## src/rtl/pcn_pkg.sv

```systemverilog
package pcn_pkg;
    typedef enum logic [2:0] {
        ST_IDLE,
        ST_PRED,
        ST_ERR,
        ST_BSUM,
        ST_BVEC,
        ST_WUP,
        ST_UPD
    } pcn_stage_e;
endpackage

```

## src/rtl/pcn_mul.sv

```systemverilog
module pcn_mul #(
    parameter int DW   = 16,
    parameter int FRAC = 8
) (
    input  logic signed [DW-1:0] a,
    input  logic signed [DW-1:0] b,
    output logic signed [DW-1:0] p
);
    localparam int PW = 2 * DW;
    localparam logic signed [PW-1:0] MAXV = PW'((64'sd1 <<< (DW - 1)) - 1);
    localparam logic signed [PW-1:0] MINV = -PW'(64'sd1 <<< (DW - 1));

    logic signed [PW-1:0] full;
    logic signed [PW-1:0] shifted;

    always_comb begin
        full    = PW'(a) * PW'(b);
        shifted = full >>> FRAC;
        if (shifted > MAXV)      p = MAXV[DW-1:0];
        else if (shifted < MINV) p = MINV[DW-1:0];
        else                     p = shifted[DW-1:0];
    end
endmodule

```

## src/rtl/pcn_act.sv

```systemverilog
module pcn_act #(
    parameter int DW       = 16,
    parameter int FRAC     = 8,
    parameter bit ACT_RELU = 1'b1
) (
    input  logic signed [DW-1:0] v,
    output logic signed [DW-1:0] fv,
    output logic                 dpos
);
    generate
        if (ACT_RELU) begin : g_relu
            always_comb begin
                dpos = (v > 0);
                fv   = dpos ? v : '0;
            end
        end else begin : g_ident
            always_comb begin
                dpos = 1'b1;
                fv   = v;
            end
        end
    endgenerate
endmodule

```

## src/rtl/pcn_ctrl.sv

```systemverilog
module pcn_ctrl
    import pcn_pkg::*;
#(
    parameter int N  = 3,
    parameter int M  = 2,
    parameter int CW = 2
) (
    input  logic             clk,
    input  logic             rst_n,
    input  logic             start,
    output pcn_stage_e       stage,
    output logic [CW-1:0]    cnt,
    output logic             done
);
    localparam logic [CW-1:0] LAST_NB = CW'(N);
    localparam logic [CW-1:0] LAST_N  = CW'(N - 1);
    localparam logic [CW-1:0] LAST_M  = CW'(M - 1);

    pcn_stage_e stage_nxt;
    logic       last;

    always_comb begin
        unique case (stage)
            ST_PRED: last = (cnt == LAST_NB);
            ST_WUP:  last = (cnt == LAST_NB);
            ST_BSUM: last = (cnt == LAST_M);
            ST_BVEC: last = (cnt == LAST_N);
            default: last = 1'b1;
        endcase
    end

    always_comb begin
        stage_nxt = stage;
        unique case (stage)
            ST_IDLE: if (start) stage_nxt = ST_PRED;
            ST_PRED: if (last)  stage_nxt = ST_ERR;
            ST_ERR:             stage_nxt = ST_BSUM;
            ST_BSUM: if (last)  stage_nxt = ST_BVEC;
            ST_BVEC: if (last)  stage_nxt = ST_WUP;
            ST_WUP:  if (last)  stage_nxt = ST_UPD;
            ST_UPD:             stage_nxt = ST_IDLE;
            default:            stage_nxt = ST_IDLE;
        endcase
    end

    always_ff @(posedge clk) begin
        if (!rst_n) begin
            stage <= ST_IDLE;
        end else begin
            stage <= stage_nxt;
        end
    end

    always_ff @(posedge clk) begin
        if (!rst_n) begin
            cnt  <= '0;
            done <= 1'b0;
        end else begin
            cnt  <= (stage_nxt != stage) ? '0 : (stage == ST_IDLE ? '0 : cnt + 1'b1);
            done <= (stage == ST_UPD);
        end
    end

    // done lasts one cycle and comes only right after the update stage
    assert_done_after_upd_R1: assert property (@(posedge clk) disable iff (!rst_n)
        done |-> ($past(stage) == ST_UPD && stage == ST_IDLE));
    assert_done_single_R1: assert property (@(posedge clk) disable iff (!rst_n)
        done |=> !done);
    // a busy core never falls back to IDLE before its update stage
    assert_busy_holds_R10: assert property (@(posedge clk) disable iff (!rst_n)
        (stage != ST_IDLE && stage != ST_UPD) |=> stage != ST_IDLE);
    // error stage is always followed by the back-sum stage
    assert_err_then_bsum_R1: assert property (@(posedge clk) disable iff (!rst_n)
        (stage == ST_ERR) |=> (stage == ST_BSUM && cnt == '0));
endmodule

```

## src/rtl/pc_neuron_core.sv

```systemverilog
module pc_neuron_core
    import pcn_pkg::*;
#(
    parameter int                 N          = 3,
    parameter int                 M          = 2,
    parameter int                 DW         = 16,
    parameter int                 FRAC       = 8,
    parameter bit                 ACT_RELU   = 1'b1,
    parameter bit                 HARD_CLAMP = 1'b1,
    parameter logic signed [15:0] W_INIT     = 16'sh0080,
    parameter int                 IW         = (N > 1) ? $clog2(N) : 1
) (
    input  logic                 clk,
    input  logic                 rst_n,
    input  logic                 start,
    input  logic [N*DW-1:0]      up_x,
    input  logic [M*DW-1:0]      dn_prod,
    input  logic signed [DW-1:0] obs_x,
    input  logic                 obs_en,
    input  logic signed [DW-1:0] alpha,
    input  logic signed [DW-1:0] gamma,
    output logic signed [DW-1:0] state_x,
    output logic                 bv_valid,
    output logic [IW-1:0]        bv_index,
    output logic signed [DW-1:0] bv_data,
    output logic                 done
);
    localparam int MAXNM = (N > M) ? N : M;
    localparam int CW    = $clog2(MAXNM + 1);
    localparam logic signed [DW-1:0] ONE  = DW'(1 << FRAC);
    localparam logic signed [DW-1:0] SMAX = {1'b0, {(DW-1){1'b1}}};
    localparam logic signed [DW-1:0] SMIN = {1'b1, {(DW-1){1'b0}}};
    localparam logic signed [DW-1:0] WINI = DW'(W_INIT);

    function automatic logic signed [DW-1:0] sat_add(input logic signed [DW-1:0] a,
                                                     input logic signed [DW-1:0] b);
        logic signed [DW:0] s;
        s = {a[DW-1], a} + {b[DW-1], b};
        if (s[DW] != s[DW-1]) return s[DW] ? SMIN : SMAX;
        return s[DW-1:0];
    endfunction

    function automatic logic signed [DW-1:0] sat_sub(input logic signed [DW-1:0] a,
                                                     input logic signed [DW-1:0] b);
        logic signed [DW:0] s;
        s = {a[DW-1], a} - {b[DW-1], b};
        if (s[DW] != s[DW-1]) return s[DW] ? SMIN : SMAX;
        return s[DW-1:0];
    endfunction

    pcn_stage_e      stage;
    logic [CW-1:0]   cnt;

    logic signed [DW-1:0] theta [0:N];
    logic [(N+1)*DW-1:0]  theta_flat;
    logic signed [DW-1:0] x_q, eps_q, mu_q, b_q;

    logic signed [DW-1:0] up_sel, dn_sel, th_sel, f_up, x_eff, g_term;
    logic                 up_pos_unused, d_eff;
    logic signed [DW-1:0] f_eff_unused;
    logic signed [DW-1:0] mac_a, mac_b, mac_p, ae;
    logic                 is_bias;

    pcn_ctrl #(.N(N), .M(M), .CW(CW)) u_ctrl (
        .clk   (clk),
        .rst_n (rst_n),
        .start (start),
        .stage (stage),
        .cnt   (cnt),
        .done  (done)
    );

    // operand selection by running index
    always_comb begin
        up_sel = '0;
        dn_sel = '0;
        th_sel = theta[N];
        for (int j = 0; j < N; j++) begin
            if (cnt == CW'(j)) begin
                up_sel = up_x[j*DW +: DW];
                th_sel = theta[j];
            end
        end
        for (int k = 0; k < M; k++) begin
            if (cnt == CW'(k)) dn_sel = dn_prod[k*DW +: DW];
        end
    end

    assign is_bias = (cnt == CW'(N));
    assign x_eff   = obs_en ? obs_x : x_q;

    pcn_act #(.DW(DW), .FRAC(FRAC), .ACT_RELU(ACT_RELU)) u_act_up (
        .v    (up_sel),
        .fv   (f_up),
        .dpos (up_pos_unused)
    );

    pcn_act #(.DW(DW), .FRAC(FRAC), .ACT_RELU(ACT_RELU)) u_act_eff (
        .v    (x_eff),
        .fv   (f_eff_unused),
        .dpos (d_eff)
    );

    assign g_term = sat_sub(d_eff ? b_q : '0, eps_q);

    // shared multiplier operand steering
    always_comb begin
        mac_a = '0;
        mac_b = '0;
        unique case (stage)
            ST_PRED: begin mac_a = th_sel; mac_b = is_bias ? ONE : f_up; end
            ST_BVEC: begin mac_a = th_sel; mac_b = eps_q; end
            ST_WUP:  begin mac_a = ae;     mac_b = is_bias ? ONE : f_up; end
            ST_UPD:  begin mac_a = gamma;  mac_b = g_term; end
            default: begin mac_a = '0;     mac_b = '0; end
        endcase
    end

    pcn_mul #(.DW(DW), .FRAC(FRAC)) u_mac (.a(mac_a), .b(mac_b), .p(mac_p));
    pcn_mul #(.DW(DW), .FRAC(FRAC)) u_step (.a(alpha), .b(eps_q), .p(ae));

    // datapath registers
    always_ff @(posedge clk) begin
        if (!rst_n) begin
            x_q   <= '0;
            eps_q <= '0;
            mu_q  <= '0;
            b_q   <= '0;
            for (int j = 0; j <= N; j++) theta[j] <= WINI;
        end else begin
            unique case (stage)
                ST_IDLE: begin
                    mu_q <= '0;
                    b_q  <= '0;
                end
                ST_PRED: mu_q  <= sat_add(mu_q, mac_p);
                ST_ERR:  eps_q <= sat_sub(x_eff, mu_q);
                ST_BSUM: b_q   <= sat_add(b_q, dn_sel);
                ST_WUP: begin
                    for (int j = 0; j <= N; j++) begin
                        if (cnt == CW'(j)) theta[j] <= sat_add(theta[j], mac_p);
                    end
                end
                ST_UPD: x_q <= (HARD_CLAMP && obs_en) ? obs_x : sat_add(x_q, mac_p);
                default: ;
            endcase
        end
    end

    genvar gj;
    generate
        for (gj = 0; gj <= N; gj++) begin : g_flat
            assign theta_flat[gj*DW +: DW] = theta[gj];
        end
    endgenerate

    assign state_x  = x_q;
    assign bv_valid = (stage == ST_BVEC);
    assign bv_index = IW'(cnt);
    assign bv_data  = bv_valid ? mac_p : '0;

    // a zero weight step leaves every weight untouched through WUP
    assert_alpha_zero_R6: assert property (@(posedge clk) disable iff (!rst_n)
        (stage == ST_WUP && alpha == '0) |=> $stable(theta_flat));
    // weights only move in the weight-update stage
    assert_weights_quiet_R6: assert property (@(posedge clk) disable iff (!rst_n)
        (stage != ST_WUP) |=> $stable(theta_flat));
    // hard clamp leaves the observation in the state register
    assert_hard_clamp_R8: assert property (@(posedge clk) disable iff (!rst_n)
        (HARD_CLAMP && stage == ST_UPD && obs_en) |=> (x_q == $past(obs_x)));
    // state changes only at the end of a tick
    assert_state_hold_R8: assert property (@(posedge clk) disable iff (!rst_n)
        (stage != ST_UPD) |=> $stable(x_q));
    // backward index stays inside the non-bias lanes
    assert_bv_index_R5: assert property (@(posedge clk) disable iff (!rst_n)
        bv_valid |-> (int'(bv_index) < N));
endmodule

```

## config.mk

```make
export PLATFORM = sky130hd
export DESIGN_NAME = pc_neuron_core
export DESIGN_NICKNAME = d
export VERILOG_FILES = /design/src/rtl/pcn_pkg.sv /design/src/rtl/pcn_mul.sv /design/src/rtl/pcn_act.sv /design/src/rtl/pcn_ctrl.sv /design/src/rtl/pc_neuron_core.sv
export SDC_FILE = /design/constraint.sdc
export NUM_CORES = 2
export LEC_CHECK = 0
export CAP_MARGIN = 30
export CORE_MARGIN = 4
export CORE_UTILIZATION = 34
export DETAILED_ROUTE_END_ITERATION = 12
export SLEW_MARGIN = 25
export SYNTH_ARGS = -nofsm -noshare
export SYNTH_HDL_FRONTEND = slang
export SYNTH_SLANG_ARGS = --single-unit
```

## constraint.sdc

```tcl
create_clock -name clk -period 21.6 [get_ports clk]
set_clock_uncertainty 0.1 [all_clocks]
set_input_delay 4.32 -clock clk [delete_from_list [all_inputs] [get_ports clk]]
set_output_delay 4.32 -clock clk [all_outputs]
set_load 0.005 [all_outputs]
```

==> metrics.txt <==
outcome=finished, violations left; failing checks=setup timing; global route overflow=0; synth unique cells=86; Worst Hold Launch=b_q[1]; DRT iter0 DRCs=2,039; total number of yosys warnings=0; reg2reg start=eps_q[4]; max-slew violations=0; Vias/cell=5.082; WL final=114,200 um; number of synthesized flops with an enable pin=64; Crit path top cell by count=fa_1; MaxCap Viol Count=0; IO buf count=167; later-pin clock latency in the skew report=between 400 and 500 ps; Primary FF master, synth=dfxtp_1; f_max=0.04546 GHz; Core Box Area=98,710 sq um; R2R Setup Slk=3660 ps; CP required=around 17,000 ps; Slowest Stage Delay on Critical Path=about 580 ps; Pwr Density=between 40 and 50 nW/um^2; Die Area=104,900 sq um; Worst Hold Depth=2; area grow syn2layout=31.79%; antenna viol nets, final=0; Inserted Clock Buffers=17; max_slew headroom=0.2228; Slew @ Worst Pin=1166 ps; Avg Inst Size Synth=8.332 sq um; Mapped Cells=4,071; RSZ-0062 raised after global routing=yes; Overall Global Routing Usage=0.2194; GPL Wtd Cong=between 0.9 and 1; post-synth net total=slightly above 5,000; Max FO, Critical Path=5; first-pass GRT wire length=about 180,000 um; static leakage=0.02177 uW; final core utilization=0.4529; CP max stage cell=fa_2; antenna violations before repair=2; Synth async-reset ratio=0; VDD IR max=about 0.068 mV; Pre-antenna DRT Iters=5; Die X=between 300 and 400 um; Fin. Hold Viols=0; clk buf depth=2; vias in the first global route=32,142; Worst Path Arrival=between 15,000 and 20,000 ps; fin crit share=1.018; count of endpoints failing setup in the final report=15; Vias=31,109; clock transition at the registers of the reported paths=70 ps; Seq/Total Area, Yosys=0.09797; largest net degree at the start of global routing=between 50 and 60; DRC=0; nets=5,792; CTS tree=yes; Placed Area=around 42,000 sq um; Synth Register Bits=134; dpl hpwl=93,960 um; FP Rows=115; IO Pins=168; final worst setup slack=-396.7 ps; Worst setup SP type=input port; drt wl/cell=~19 um; Reg-to-Reg End=theta[1][6]; worst min path class=reg -> reg; synthesized area=33,920 sq um; R2R depth=65; CP Launch Point=alpha[9]; layout cells sized above 1=0.2280; H-tree Lvls=4; CTS Sinks=134; Tmin final=22,000 ps; CP endpoint kind=primary output; Hold EP=b_q[1]; Initial Util=0.3436; Worst Path Class, Setup=in -> out; final instance area=44,700 sq um; Root Buffer=clkbuf_16; die height=323.9 um
how the worst max path moves through the flow:
| stage | cells past startpoint | to | slack [ps] |
|---|---|---|---|
| 6_report | 56 | bv_data[5] | -400 |
| 5_1_grt | 56 | bv_data[12] | -850 |
| 4_1_cts | 57 | bv_data[5] | -300 |
| 3_5_place_dp | 50 | bv_data[4] | -1360 |
| 3_3_place_gp | 52 | bv_data[2] | -1180 |
| 2_1_floorplan | 50 | bv_data[11] | 20 |
area by class of cell:
cell class,instances,area [sq um]
Sequential cell,134,3324
Tap cell,1287,1610
Clock buffer,21,483.0
Clock inverter,11,145.1
Antenna cell,1,2.502
Timing Repair Buffer,901,7791
Fill cell,9580,54000
Inverter,768,2888
Multi-Input combinational cell,2998,28460
report_power, final:
group	internal (uW)	total (uW)	leakage (uW)	switching [uW]
Combinational	652	1380	0.0203	727
Sequential	279	293	0.00121	13.7
Clock	195	319	0.000308	123
Total	1130	1990	0.0218	864
cell usage in the layout (no fill, tap or decap), types with 35 or more instances in the layout:
master / n
inv_1: 738
buf_4: 645
fa_1: 497
nand2_1: 347
nor2_1: 287
ha_1: 278
a21oi_1: 212
o21ai_0: 188
and2_1: 137
clkdlybuf4s50_1: 134
xnor2_1: 122
dfxtp_1: 69
edfxtp_1: 64
o21bai_1: 58
nand2b_1: 50
buf_6: 45
a21o_1: 44
a221o_1: 37
nor3_1: 35
fa_2: 35
cell usage after synthesis, types with 22 or more instances:
master,instances,area share
inv_1,766,0.085
fa_1,532,0.31
nand2_1,359,0.040
nor2_1,309,0.034
ha_1,308,0.11
a21oi_1,243,0.036
o21ai_0,215,0.032
clkbuf_1,157,0.017
and2_1,149,0.027
xnor2_1,127,0.033
dfxtp_1,70,0.041
edfxtp_1,64,0.057
o21bai_1,60,0.013
nand2b_1,52,0.0096
a21o_1,45,0.010
nor3_1,44,0.0065
a221o_1,37,0.011
nand3_1,36,0.0053
nor2b_1,29,0.0053
xor2_1,27,0.0070
mux2i_1,25,0.0074
a21boi_0,24,0.0053
o21a_1,24,0.0053
a31oi_1,23,0.0042
nand4_1,23,0.0042
a211oi_1,22,0.0049
or2_2,22,0.0041
stage by stage:
step | instances | power, uW | worst slack (ps) | hold WS [ps] | TNS (ps)
floorplan | 4071 | 1094 | 24.73 | 353.1 | 0
global placement | 5989 | 1604 | -1178 | 379.9 | -26750
detailed placement | 5993 | 1624 | -1361 | 392.6 | -43200
CTS | 6087 | 1969 | -300.5 | 400.8 | -3843
global route | 6120 | 2147 | -848.6 | 432.0 | -13230
finish | 6121 | 1991 | -396.7 | 396.8 | -5247
worst max-delay path: cells and delay by family:
family / cells / cell delay [ps]
adder cells (fa/ha/maj): 14 / 6540
buffers and inverters: 20 / 2260
AND/OR/NAND/NOR: 10 / 2240
AO/OA/AOI/OAI: 10 / 1910
XOR/XNOR: 1 / 170
multiplexers: 1 / 140
logic make-up (layout without fill, tap and decap cells):
family	Yosys count	after routing	share of synthesized area
XOR/XNOR	154	154	0.03976
other	0	1	0
flip-flops	134	134	0.09797
AO/OA/AOI/OAI	849	849	0.1612
buffers and inverters	939	1701	0.1048
adder cells (fa/ha/maj)	859	859	0.4332
AND/OR/NAND/NOR	1110	1110	0.1554
multiplexers	26	26	0.007709
state kept, by name (all words and copies together) (netlist names):
signal,flops
theta,64
b_q,16
eps_q,16
mu_q,16
state_x,16
u_ctrl.stage,3
u_ctrl.cnt,2
u_ctrl.done,1
what timing repair did:
action / 4_1_cts / 5_1_grt
setup buffers: 59 / 28
setup endpoints to repair: 17 / 109
hold buffers: 0 / 0
gates cloned: 4 / 1
pin swaps: 137 / 132
gates resized for setup: 338 / 167
layer usage:
layer | global-route usage | up-vias | wire length, um
met1 | 0.2963 | 15325 | 50390
met3 | 0.03413 | 154 | 7234
met5 | 0 | - | 0
li1 | - | 14695 | -
met4 | 0.05032 | 0 | 2992
met2 | 0.3714 | 935 | 53570
No activity file was read; power rests on OpenSTA's default activity.
